<file path="config.mk">
export PLATFORM = sky130hd
export DESIGN_NAME = usart_ctl_seq
export DESIGN_NICKNAME = d
export VERILOG_FILES = /design/src/rtl/ucs_pkg.sv /design/src/rtl/ucs_sequencer.sv /design/src/rtl/ucs_mode_regs.sv /design/src/rtl/ucs_cmd_unit.sv /design/src/rtl/usart_ctl_seq.sv
export SDC_FILE = /design/constraint.sdc
export NUM_CORES = 1
export LEC_CHECK = 0
export ABC_AREA = 1
export ABC_CLOCK_PERIOD_IN_PS = 900
export BUFFER_PORTS_ARGS = -buffer_cell sky130_fd_sc_hd__buf_2
export CELL_PAD_IN_SITES_DETAIL_PLACEMENT = 0
export CELL_PAD_IN_SITES_GLOBAL_PLACEMENT = 1
export CORE_AREA = 2 2 71 73
export DETAILED_ROUTE_END_ITERATION = 7
export DIE_AREA = 0 0 73 75
export GPL_TIMING_DRIVEN = 0
export MAX_ROUTING_LAYER = met4
export PLACE_DENSITY = 0.75
export SETUP_SLACK_MARGIN = 0.3
export SLEW_MARGIN = 20
export SYNTH_ARGS = -nofsm -noshare
export SYNTH_HDL_FRONTEND = slang
export SYNTH_SLANG_ARGS = --single-unit
</file>
<file path="constraint.sdc">
create_clock -name clk -period 0.9 [get_ports clk]
set_input_delay 0.045 -clock clk [delete_from_list [all_inputs] [get_ports clk]]
set_output_delay 0.045 -clock clk [all_outputs]
set_load 0.05 [all_outputs]
</file>
<file path="src/rtl/ucs_pkg.sv">
package ucs_pkg;

   // Sequence position: what the next control write means
   typedef enum logic [1:0] {
      PH_MODE  = 2'd0,
      PH_SYNC1 = 2'd1,
      PH_SYNC2 = 2'd2,
      PH_CMD   = 2'd3
   } ucs_phase_e;

   // Mode word field positions
   localparam int MODE_RATE_LO = 0;
   localparam int MODE_LEN_LO  = 2;
   localparam int MODE_SINGLE  = 7;
   localparam logic [1:0] RATE_SYNC = 2'd0;

   // Command word bit positions
   localparam int CMD_TXEN = 0;
   localparam int CMD_DTR  = 1;
   localparam int CMD_RXEN = 2;
   localparam int CMD_BRK  = 3;
   localparam int CMD_ECLR = 4;
   localparam int CMD_RTS  = 5;
   localparam int CMD_IRST = 6;
   localparam int CMD_HUNT = 7;

   localparam int MIN_CHAR_BITS = 5;

   typedef struct packed {
      logic tx_en;
      logic rx_en;
      logic dtr;
      logic rts;
      logic brk;
   } ucs_levels_t;

   function automatic logic [3:0] len_to_bits(input logic [1:0] fld);
      return 4'(MIN_CHAR_BITS) + {2'b00, fld};
   endfunction

endpackage

</file>
<file path="src/rtl/ucs_sequencer.sv">
module ucs_sequencer
   import ucs_pkg::*;
#(
   parameter int  DW       = 8,
   parameter bit  HAS_SYNC = 1'b1
) (
   input  logic          clk,
   input  logic          rst_n,
   input  logic          ctl_wr,
   input  logic [DW-1:0] wdata,
   input  logic          single_sync,
   output logic          we_mode,
   output logic          we_sync1,
   output logic          we_sync2,
   output logic          we_cmd
);

   ucs_phase_e phase_q, phase_d, after_mode, after_sync1;

   // Pick where a mode write leads, by variant
   generate
      if (HAS_SYNC) begin : g_sync
         always_comb begin
            after_mode  = (wdata[MODE_RATE_LO +: 2] == RATE_SYNC) ? PH_SYNC1 : PH_CMD;
            after_sync1 = single_sync ? PH_CMD : PH_SYNC2;
         end
      end else begin : g_async_only
         always_comb begin
            after_mode  = PH_CMD;
            after_sync1 = PH_CMD;
         end
      end
   endgenerate

   always_comb begin
      we_mode  = ctl_wr && (phase_q == PH_MODE);
      we_sync1 = ctl_wr && (phase_q == PH_SYNC1);
      we_sync2 = ctl_wr && (phase_q == PH_SYNC2);
      we_cmd   = ctl_wr && (phase_q == PH_CMD);
   end

   always_comb begin
      phase_d = phase_q;
      if (ctl_wr) begin
         unique case (phase_q)
            PH_MODE:  phase_d = after_mode;
            PH_SYNC1: phase_d = after_sync1;
            PH_SYNC2: phase_d = PH_CMD;
            PH_CMD:   phase_d = wdata[CMD_IRST] ? PH_MODE : PH_CMD;
            default:  phase_d = PH_MODE;
         endcase
      end
   end

   always_ff @(posedge clk or negedge rst_n) begin
      if (!rst_n) phase_q <= PH_MODE;
      else        phase_q <= phase_d;
   end

endmodule

</file>
<file path="src/rtl/ucs_mode_regs.sv">
module ucs_mode_regs
   import ucs_pkg::*;
#(
   parameter int DW       = 8,
   parameter bit HAS_SYNC = 1'b1
) (
   input  logic          clk,
   input  logic          rst_n,
   input  logic          we_mode,
   input  logic          we_sync1,
   input  logic          we_sync2,
   input  logic [DW-1:0] wdata,
   output logic [DW-1:0] mode_q,
   output logic [DW-1:0] sync1_q,
   output logic [DW-1:0] sync2_q,
   output logic          sync_mode,
   output logic          single_sync
);

   always_ff @(posedge clk or negedge rst_n) begin
      if (!rst_n)       mode_q <= '0;
      else if (we_mode) mode_q <= wdata;
   end

   generate
      if (HAS_SYNC) begin : g_sync_store
         always_ff @(posedge clk or negedge rst_n) begin
            if (!rst_n) begin
               sync1_q <= '0;
               sync2_q <= '0;
            end else begin
               if (we_sync1) sync1_q <= wdata;
               if (we_sync2) sync2_q <= wdata;
            end
         end
         assign sync_mode = (mode_q[MODE_RATE_LO +: 2] == RATE_SYNC);
      end else begin : g_no_sync_store
         assign sync1_q   = '0;
         assign sync2_q   = '0;
         assign sync_mode = 1'b0;
      end
   endgenerate

   // Selects the next phase during a write to sync character 1
   assign single_sync = mode_q[MODE_SINGLE];

endmodule

</file>
<file path="src/rtl/ucs_cmd_unit.sv">
module ucs_cmd_unit
   import ucs_pkg::*;
#(
   parameter int DW = 8
) (
   input  logic          clk,
   input  logic          rst_n,
   input  logic          we_cmd,
   input  logic [DW-1:0] wdata,
   input  logic          sync_mode,
   output ucs_levels_t   lvl_q,
   output logic          err_clr_q,
   output logic          hunt_q,
   output logic          soft_rst_q
);

   logic irst;
   assign irst = wdata[CMD_IRST];

   always_ff @(posedge clk or negedge rst_n) begin
      if (!rst_n) begin
         lvl_q      <= '0;
         err_clr_q  <= 1'b0;
         hunt_q     <= 1'b0;
         soft_rst_q <= 1'b0;
      end else begin
         err_clr_q  <= we_cmd && !irst && wdata[CMD_ECLR];
         hunt_q     <= we_cmd && !irst && wdata[CMD_HUNT] && sync_mode;
         soft_rst_q <= we_cmd && irst;
         if (we_cmd) begin
            if (irst) begin
               lvl_q <= '0;
            end else begin
               lvl_q.tx_en <= wdata[CMD_TXEN];
               lvl_q.rx_en <= wdata[CMD_RXEN];
               lvl_q.dtr   <= wdata[CMD_DTR];
               lvl_q.rts   <= wdata[CMD_RTS];
               lvl_q.brk   <= wdata[CMD_BRK];
            end
         end
      end
   end

endmodule

</file>
<file path="src/rtl/usart_ctl_seq.sv">
module usart_ctl_seq
   import ucs_pkg::*;
#(
   parameter int DW       = 8,
   parameter bit HAS_SYNC = 1'b1
) (
   input  logic          clk,
   input  logic          rst_n,
   input  logic          wr_en,
   input  logic          sel_ctl,
   input  logic [DW-1:0] wdata,
   output logic [DW-1:0] mode_word,
   output logic [3:0]    char_bits,
   output logic          is_sync,
   output logic [DW-1:0] sync1,
   output logic [DW-1:0] sync2,
   output logic          tx_en,
   output logic          rx_en,
   output logic          dtr,
   output logic          rts,
   output logic          brk,
   output logic          err_clr,
   output logic          hunt,
   output logic          soft_rst
);

   localparam int CMD_MSB = CMD_HUNT;

   generate
      if (DW <= CMD_MSB) begin : g_bad_width
         $error("usart_ctl_seq: DW must cover command bit %0d", CMD_MSB);
      end
   endgenerate

   logic        ctl_wr;
   logic        we_mode, we_sync1, we_sync2, we_cmd;
   logic        single_sync, sync_mode;
   ucs_levels_t lvl;

   assign ctl_wr = wr_en && sel_ctl;

   ucs_sequencer #(.DW(DW), .HAS_SYNC(HAS_SYNC)) u_seq (
      .clk        (clk),
      .rst_n      (rst_n),
      .ctl_wr     (ctl_wr),
      .wdata      (wdata),
      .single_sync(single_sync),
      .we_mode    (we_mode),
      .we_sync1   (we_sync1),
      .we_sync2   (we_sync2),
      .we_cmd     (we_cmd)
   );

   ucs_mode_regs #(.DW(DW), .HAS_SYNC(HAS_SYNC)) u_mode (
      .clk        (clk),
      .rst_n      (rst_n),
      .we_mode    (we_mode),
      .we_sync1   (we_sync1),
      .we_sync2   (we_sync2),
      .wdata      (wdata),
      .mode_q     (mode_word),
      .sync1_q    (sync1),
      .sync2_q    (sync2),
      .sync_mode  (sync_mode),
      .single_sync(single_sync)
   );

   ucs_cmd_unit #(.DW(DW)) u_cmd (
      .clk       (clk),
      .rst_n     (rst_n),
      .we_cmd    (we_cmd),
      .wdata     (wdata),
      .sync_mode (sync_mode),
      .lvl_q     (lvl),
      .err_clr_q (err_clr),
      .hunt_q    (hunt),
      .soft_rst_q(soft_rst)
   );

   assign char_bits = len_to_bits(mode_word[MODE_LEN_LO +: 2]);
   assign is_sync   = sync_mode;
   assign tx_en     = lvl.tx_en;
   assign rx_en     = lvl.rx_en;
   assign dtr       = lvl.dtr;
   assign rts       = lvl.rts;
   assign brk       = lvl.brk;

endmodule

</file>
Yosys cells after proc, flatten, opt, wreduce, memory -nomap -nowiden

Cells that the tools add are included.
Widths: inputs -> output; s select.

Register bits after elaboration: 34
Latch bits: 0
RAM bits: 0
Memory bits (read-only): 0
Bits of input ports: 12
Output and inout port bits: 37
Word-level logic and storage cells: 35
Memories: 0

Add/subtract/negate cells: 1
Multipliers: 0
Div/mod/pow operators: 0
Order comparisons: 0
Equality and inequality tests: 3
Shift-type cells: 0
Muxes and demuxes: 5
Bitwise gates (word level): 0
Reduce and logical (&&, ||, !) cells: 14

Operators with widths:

| operator            | number |
|---|---|
| $logic_and 1x1->1   | 10 |
| $pmux 2 s4          | 1 |
| $logic_not 2->1     | 3 |
| $mux 5              | 1 |
| $add 3x2->4 const A | 1 |
| $eq 2x2->1 const B  | 2 |
| $mux 2              | 2 |
| $eq 2x1->1 const B  | 1 |
| $logic_not 1->1     | 1 |
| $mux 1              | 1 |

Depth between registers and ports, before layout

Depth after elaboration: 5
Gate-level depth with buffers: 6
Gate-level depth less buffers: 5

Hierarchy

A second synthesis with hierarchy kept.

Cells, all modules: 164
Area, all modules: 1,408.9 µm²

Modules (own cells, without submodules):

| module        | instances | cells each | area an instance (µm²) | sequential area each (µm²) |
|---|---|---|---|---|
| ucs_mode_regs | 1         | 104        | 927.1                  | 600.6 |
| ucs_cmd_unit  | 1         | 33         | 310.3                  | 200.2 |
| ucs_sequencer | 1         | 21         | 131.4                  | 50.0 |
| usart_ctl_seq | 1         | 6          | 40.0                   | 0.0 |

Least setup slack after synthesis

No wires, ideal clock.

Path type: register to register
From: register u_mode.mode_q[1]
To: register u_cmd.hunt_q
Library setup time: 70 ps
Arrival: 1,581 ps
Required time: 830 ps
Slack: -751 ps
Stages on the path, launching flop included: 4
Period minus slack after synthesis: 1,651 ps
Cells stage by stage: dfrtp_1 nor2_1 nand2_1 nor2_2

Cells in the longest elaborated chain, start to end: 2

Ends and longest elaborated chain:

| item                   | line                | source |
|---|---|---|
| start, declared        | ucs_mode_regs.sv:13 | `output logic [DW-1:0] mode_q,` |
| start signal, assigned | ucs_mode_regs.sv:22 | `else if (we_mode) mode_q <= wdata;` |
| $logic_not 2->1        | ucs_mode_regs.sv:36 | `assign sync_mode = (mode_q[MODE_RATE_LO +: 2] == RATE_SYNC);` |
| named net is_sync      | usart_ctl_seq.sv:14 | `output logic is_sync,` |
| $logic_and 1x1->1      | ucs_cmd_unit.sv:28  | `hunt_q <= we_cmd && !irst && wdata[CMD_HUNT] && sync_mode;` |
| end signal, assigned   | ucs_cmd_unit.sv:28  |  |
| end, declared          | ucs_cmd_unit.sv:13  | `output logic hunt_q,` |

The timed path passes the listed nets, and every way through them passes these cells.
A chain may end at the register's enable or synchronous reset.

Worst setup path in the final report

From: register u_mode.mode_q[2]
To: output port char_bits[1]

Cells in the longest elaborated chain, start to end: 1

Ends and longest elaborated chain:

| item          | line                | source |
|---|---|---|
| $add 3x2->4   | ucs_pkg.sv:38       | `return 4'(MIN_CHAR_BITS) + {2'b00, fld};` |
| end, declared | usart_ctl_seq.sv:13 | `output logic [3:0] char_bits,` |

No other way between the ends.

==> results.toml <==
[run_status]
violations = "hold timing, setup timing"
status = "finished, violations left"

[global_route]
overflow = 0
grt_pass1_wl_um = 6500
antenna_found_initial = 0
grt_max_degree = 35
grt_pass1_vias = 1332
grt_usage_pct = 16.7

[cells_and_area]
diodes = 0
syn2layout_area_growth_pct = 74.5
drive_above_1_share_pct = 67.6
final_cell_area_mm2 = 0.00265
nets = 262
final_common_cell = "nand2_1"
final_cell_mix = "nand2_1, buf_6, dfrtp_2"

[timing]
fin_ws_ns = -0.272
finalCriticalPeriod_ns = 1.17
max_slew.worst_pin.slew_ns = 0.777
rsz0062_at_grt = "yes"
finClkSkew_ns = 0.00633
timing.fmax_ghz = 0.853
drv_slew = 0
fin_crit_sh_pct = 130
slew_headroom_pct = 48.2
finalHoldViolCount = 34
hold_slack_ns = -0.167
final.setup.tns_ns = -6.18
finalSetupViolCount = 52

[floorplanning]
die-height_um = 75
core_area_mm2 = 0.00466
die_area_mm2 = 0.00548
num_rows = 25
initial_core_util_pct = 32.5
ios = 49
die_w_um = 73

[critical_path]
crit_chain = "ha_4, buf_8"
critPathBufInv = 1
path_depth = 2
crit_family = "flip-flops"
r2r-start = "u_seq.phase_q[1]$_DFFE_PN0P_"
cp_slowest_stage_delay_ns = 0.43
reg2reg_depth = 5
startpoint_type = "register"
crit_path_top_delay_cell = "dfrtp_2"
startpoint = "u_mode.mode_q[2]$_DFFE_PN0P_"
critPathRequiredTime_ns = 0.85
critical_path_class = "reg -> out"
crit_arrival_ns = 1.13
crit_fanout = 2
end_kind = "primary output"

[drt]
drtAntennaViolNets = 0
drc = 0
vias_per_cell = 4.53
wire_per_inst_um = 13.5
drt_iter0_markers = 48
drtPass1Iterations = 4
wl_um = 4100
vias = 1377

[synthesis]
synth_cell_type_count = 17
syn_inst = 173
synth-seq-cells = 34
netlist_area_mm2 = 0.00152
syn_nets = 186
avgSynthCellArea_um2 = 8.77
yosysWarnings = 0
ys_seq_area_share_pct = 56.1

[clock_network]
cts_buffer_depth = 2
cts_max_level = 2
numCtsBuffers = 5
cts_tree = "done"
root_buffer = "clkbuf_8"
clk-insertion-delay-late_ns = 0.29
clk_pin_slew_worst_paths_ns = 0.07
cts.sinks = 34

[place]
dp_slack_ns = -0.206
placed_area_mm2 = 0.00195
port_buffers = 47
place_congestion = 0.736
hpwl_um = 2590

[pwr]
peakVddDrop_mv = 2.07
power.density_mw_per_mm2 = 3590
power_leakage_nw = 1.33

[min_path]
worst_hold_path_type = "in -> async"

[run]
maxCapViolations = 0
==> metal layers <==
metal | up-vias | track usage (%) | share of wire, %
li1 | 682 | - | -
met1 | 656 | 20.9 | 45
met2 | 34 | 26.1 | 49
met3 | 5 | 4.69 | 4.9
met4 | 0 | 5.56 | 1.3
met5 | - | - | 0
==> synthesized netlist by cell type <==
cell type,instances,area (um2)
buf_4,2,15.0
nand2_2,5,31.3
nand4_2,1,12.5
nand2_1,81,304
nand3_1,12,60.1
inv_2,2,7.51
inv_1,11,41.3
clkbuf_2,1,5.00
ha_1,1,12.5
nor2_1,9,33.8
dfrtp_1,34,851
nand2_4,1,11.3
nor2_2,2,12.5
buf_6,2,22.5
o21ai_0,5,25.0
nor2_8,3,60.1
nor2_4,1,11.3
==> where the power goes <==
group / switching (W) / total (W) / internal (W)
logic: 0.00345 / 0.00579 / 0.00233
registers: 0.000469 / 0.00263 / 0.00216
clock network: 0.000547 / 0.00108 / 0.000535
==> worst paths after layout <==
| check | slack (ns) | end |
|---|---|---|
| max | -0.27 | char_bits[1] |
| min | -0.17 | u_mode.mode_q[7]$_DFFE_PN0P_ |
| max reg2reg | -0.20 | u_mode.sync2_q[2]$_DFFE_PN0P_ |
| min reg2reg | 0.49 | u_mode.sync2_q[0]$_DFFE_PN0P_ |
| max in group asynchronous | 0.53 | u_seq.phase_q[1]$_DFFE_PN0P_ |
| min in group clk | 0.04 | u_mode.mode_q[7]$_DFFE_PN0P_ |
==> area by class of cell <==
cell class              count  area (um2)
clock buffers               6        72.6
repair buffers             69         711
well taps                  54        67.6
clock inverters             2        10.0
multi-input cells         121         779
fillers                   416        2010
plain buffers               5        55.1
inverters                  13        60.1
flip-flops and latches     34         891
==> metrics by stage <==
step	power, W	std cells	utilization, %	hold slack, ns
floorplan	0.00577	173	-	-0.251
global placement	0.00653	274	41.8	0.158
detailed placement	0.00657	274	41.8	0.166
CTS	0.00908	294	52.5	-0.149
global route	0.00996	304	56.8	-0.118
finish	0.00950	304	56.8	-0.167
==> worst reg2reg max path: cells and delay by family, from the launching register on <==
kind          cells  cell delay [ns]
simple gates      3             0.31
buf+inv           2             0.29
flops             1             0.44
==> flip-flops by register name (all words and copies together) (netlist names) <==
register and flops:
u_seq.phase_q 2, u_cmd.hunt_q 1, u_cmd.lvl_q 5, u_mode.sync2_q 8, u_cmd.soft_rst_q 1, u_cmd.err_clr_q 1
u_mode.mode_q 8, u_mode.sync1_q 8
==> what timing repair did <==
| action | CTS | global route |
|---|---|---|
| endpoints found under the hold margin | 34 | 34 |
| buffers inserted | 12 | 10 |
| gates resized for setup | 98 | 37 |
| setup endpoints to repair | 71 | 71 |
| pin swaps | 15 | 13 |
==> cells by family (layout without fill, tap and decap cells) <==
kind of cell / count (synthesis) / in the layout / synth area share (%)
buffers and inverters: 18 / 95 / 6.02
adder cells (fa/ha/maj): 1 / 1 / 0.825
AO/OA/AOI/OAI: 5 / 5 / 1.65
flip-flops: 34 / 34 / 56.1
AND/OR/NAND/NOR: 115 / 115 / 35.4
Power figures use the tool's default switching activity.
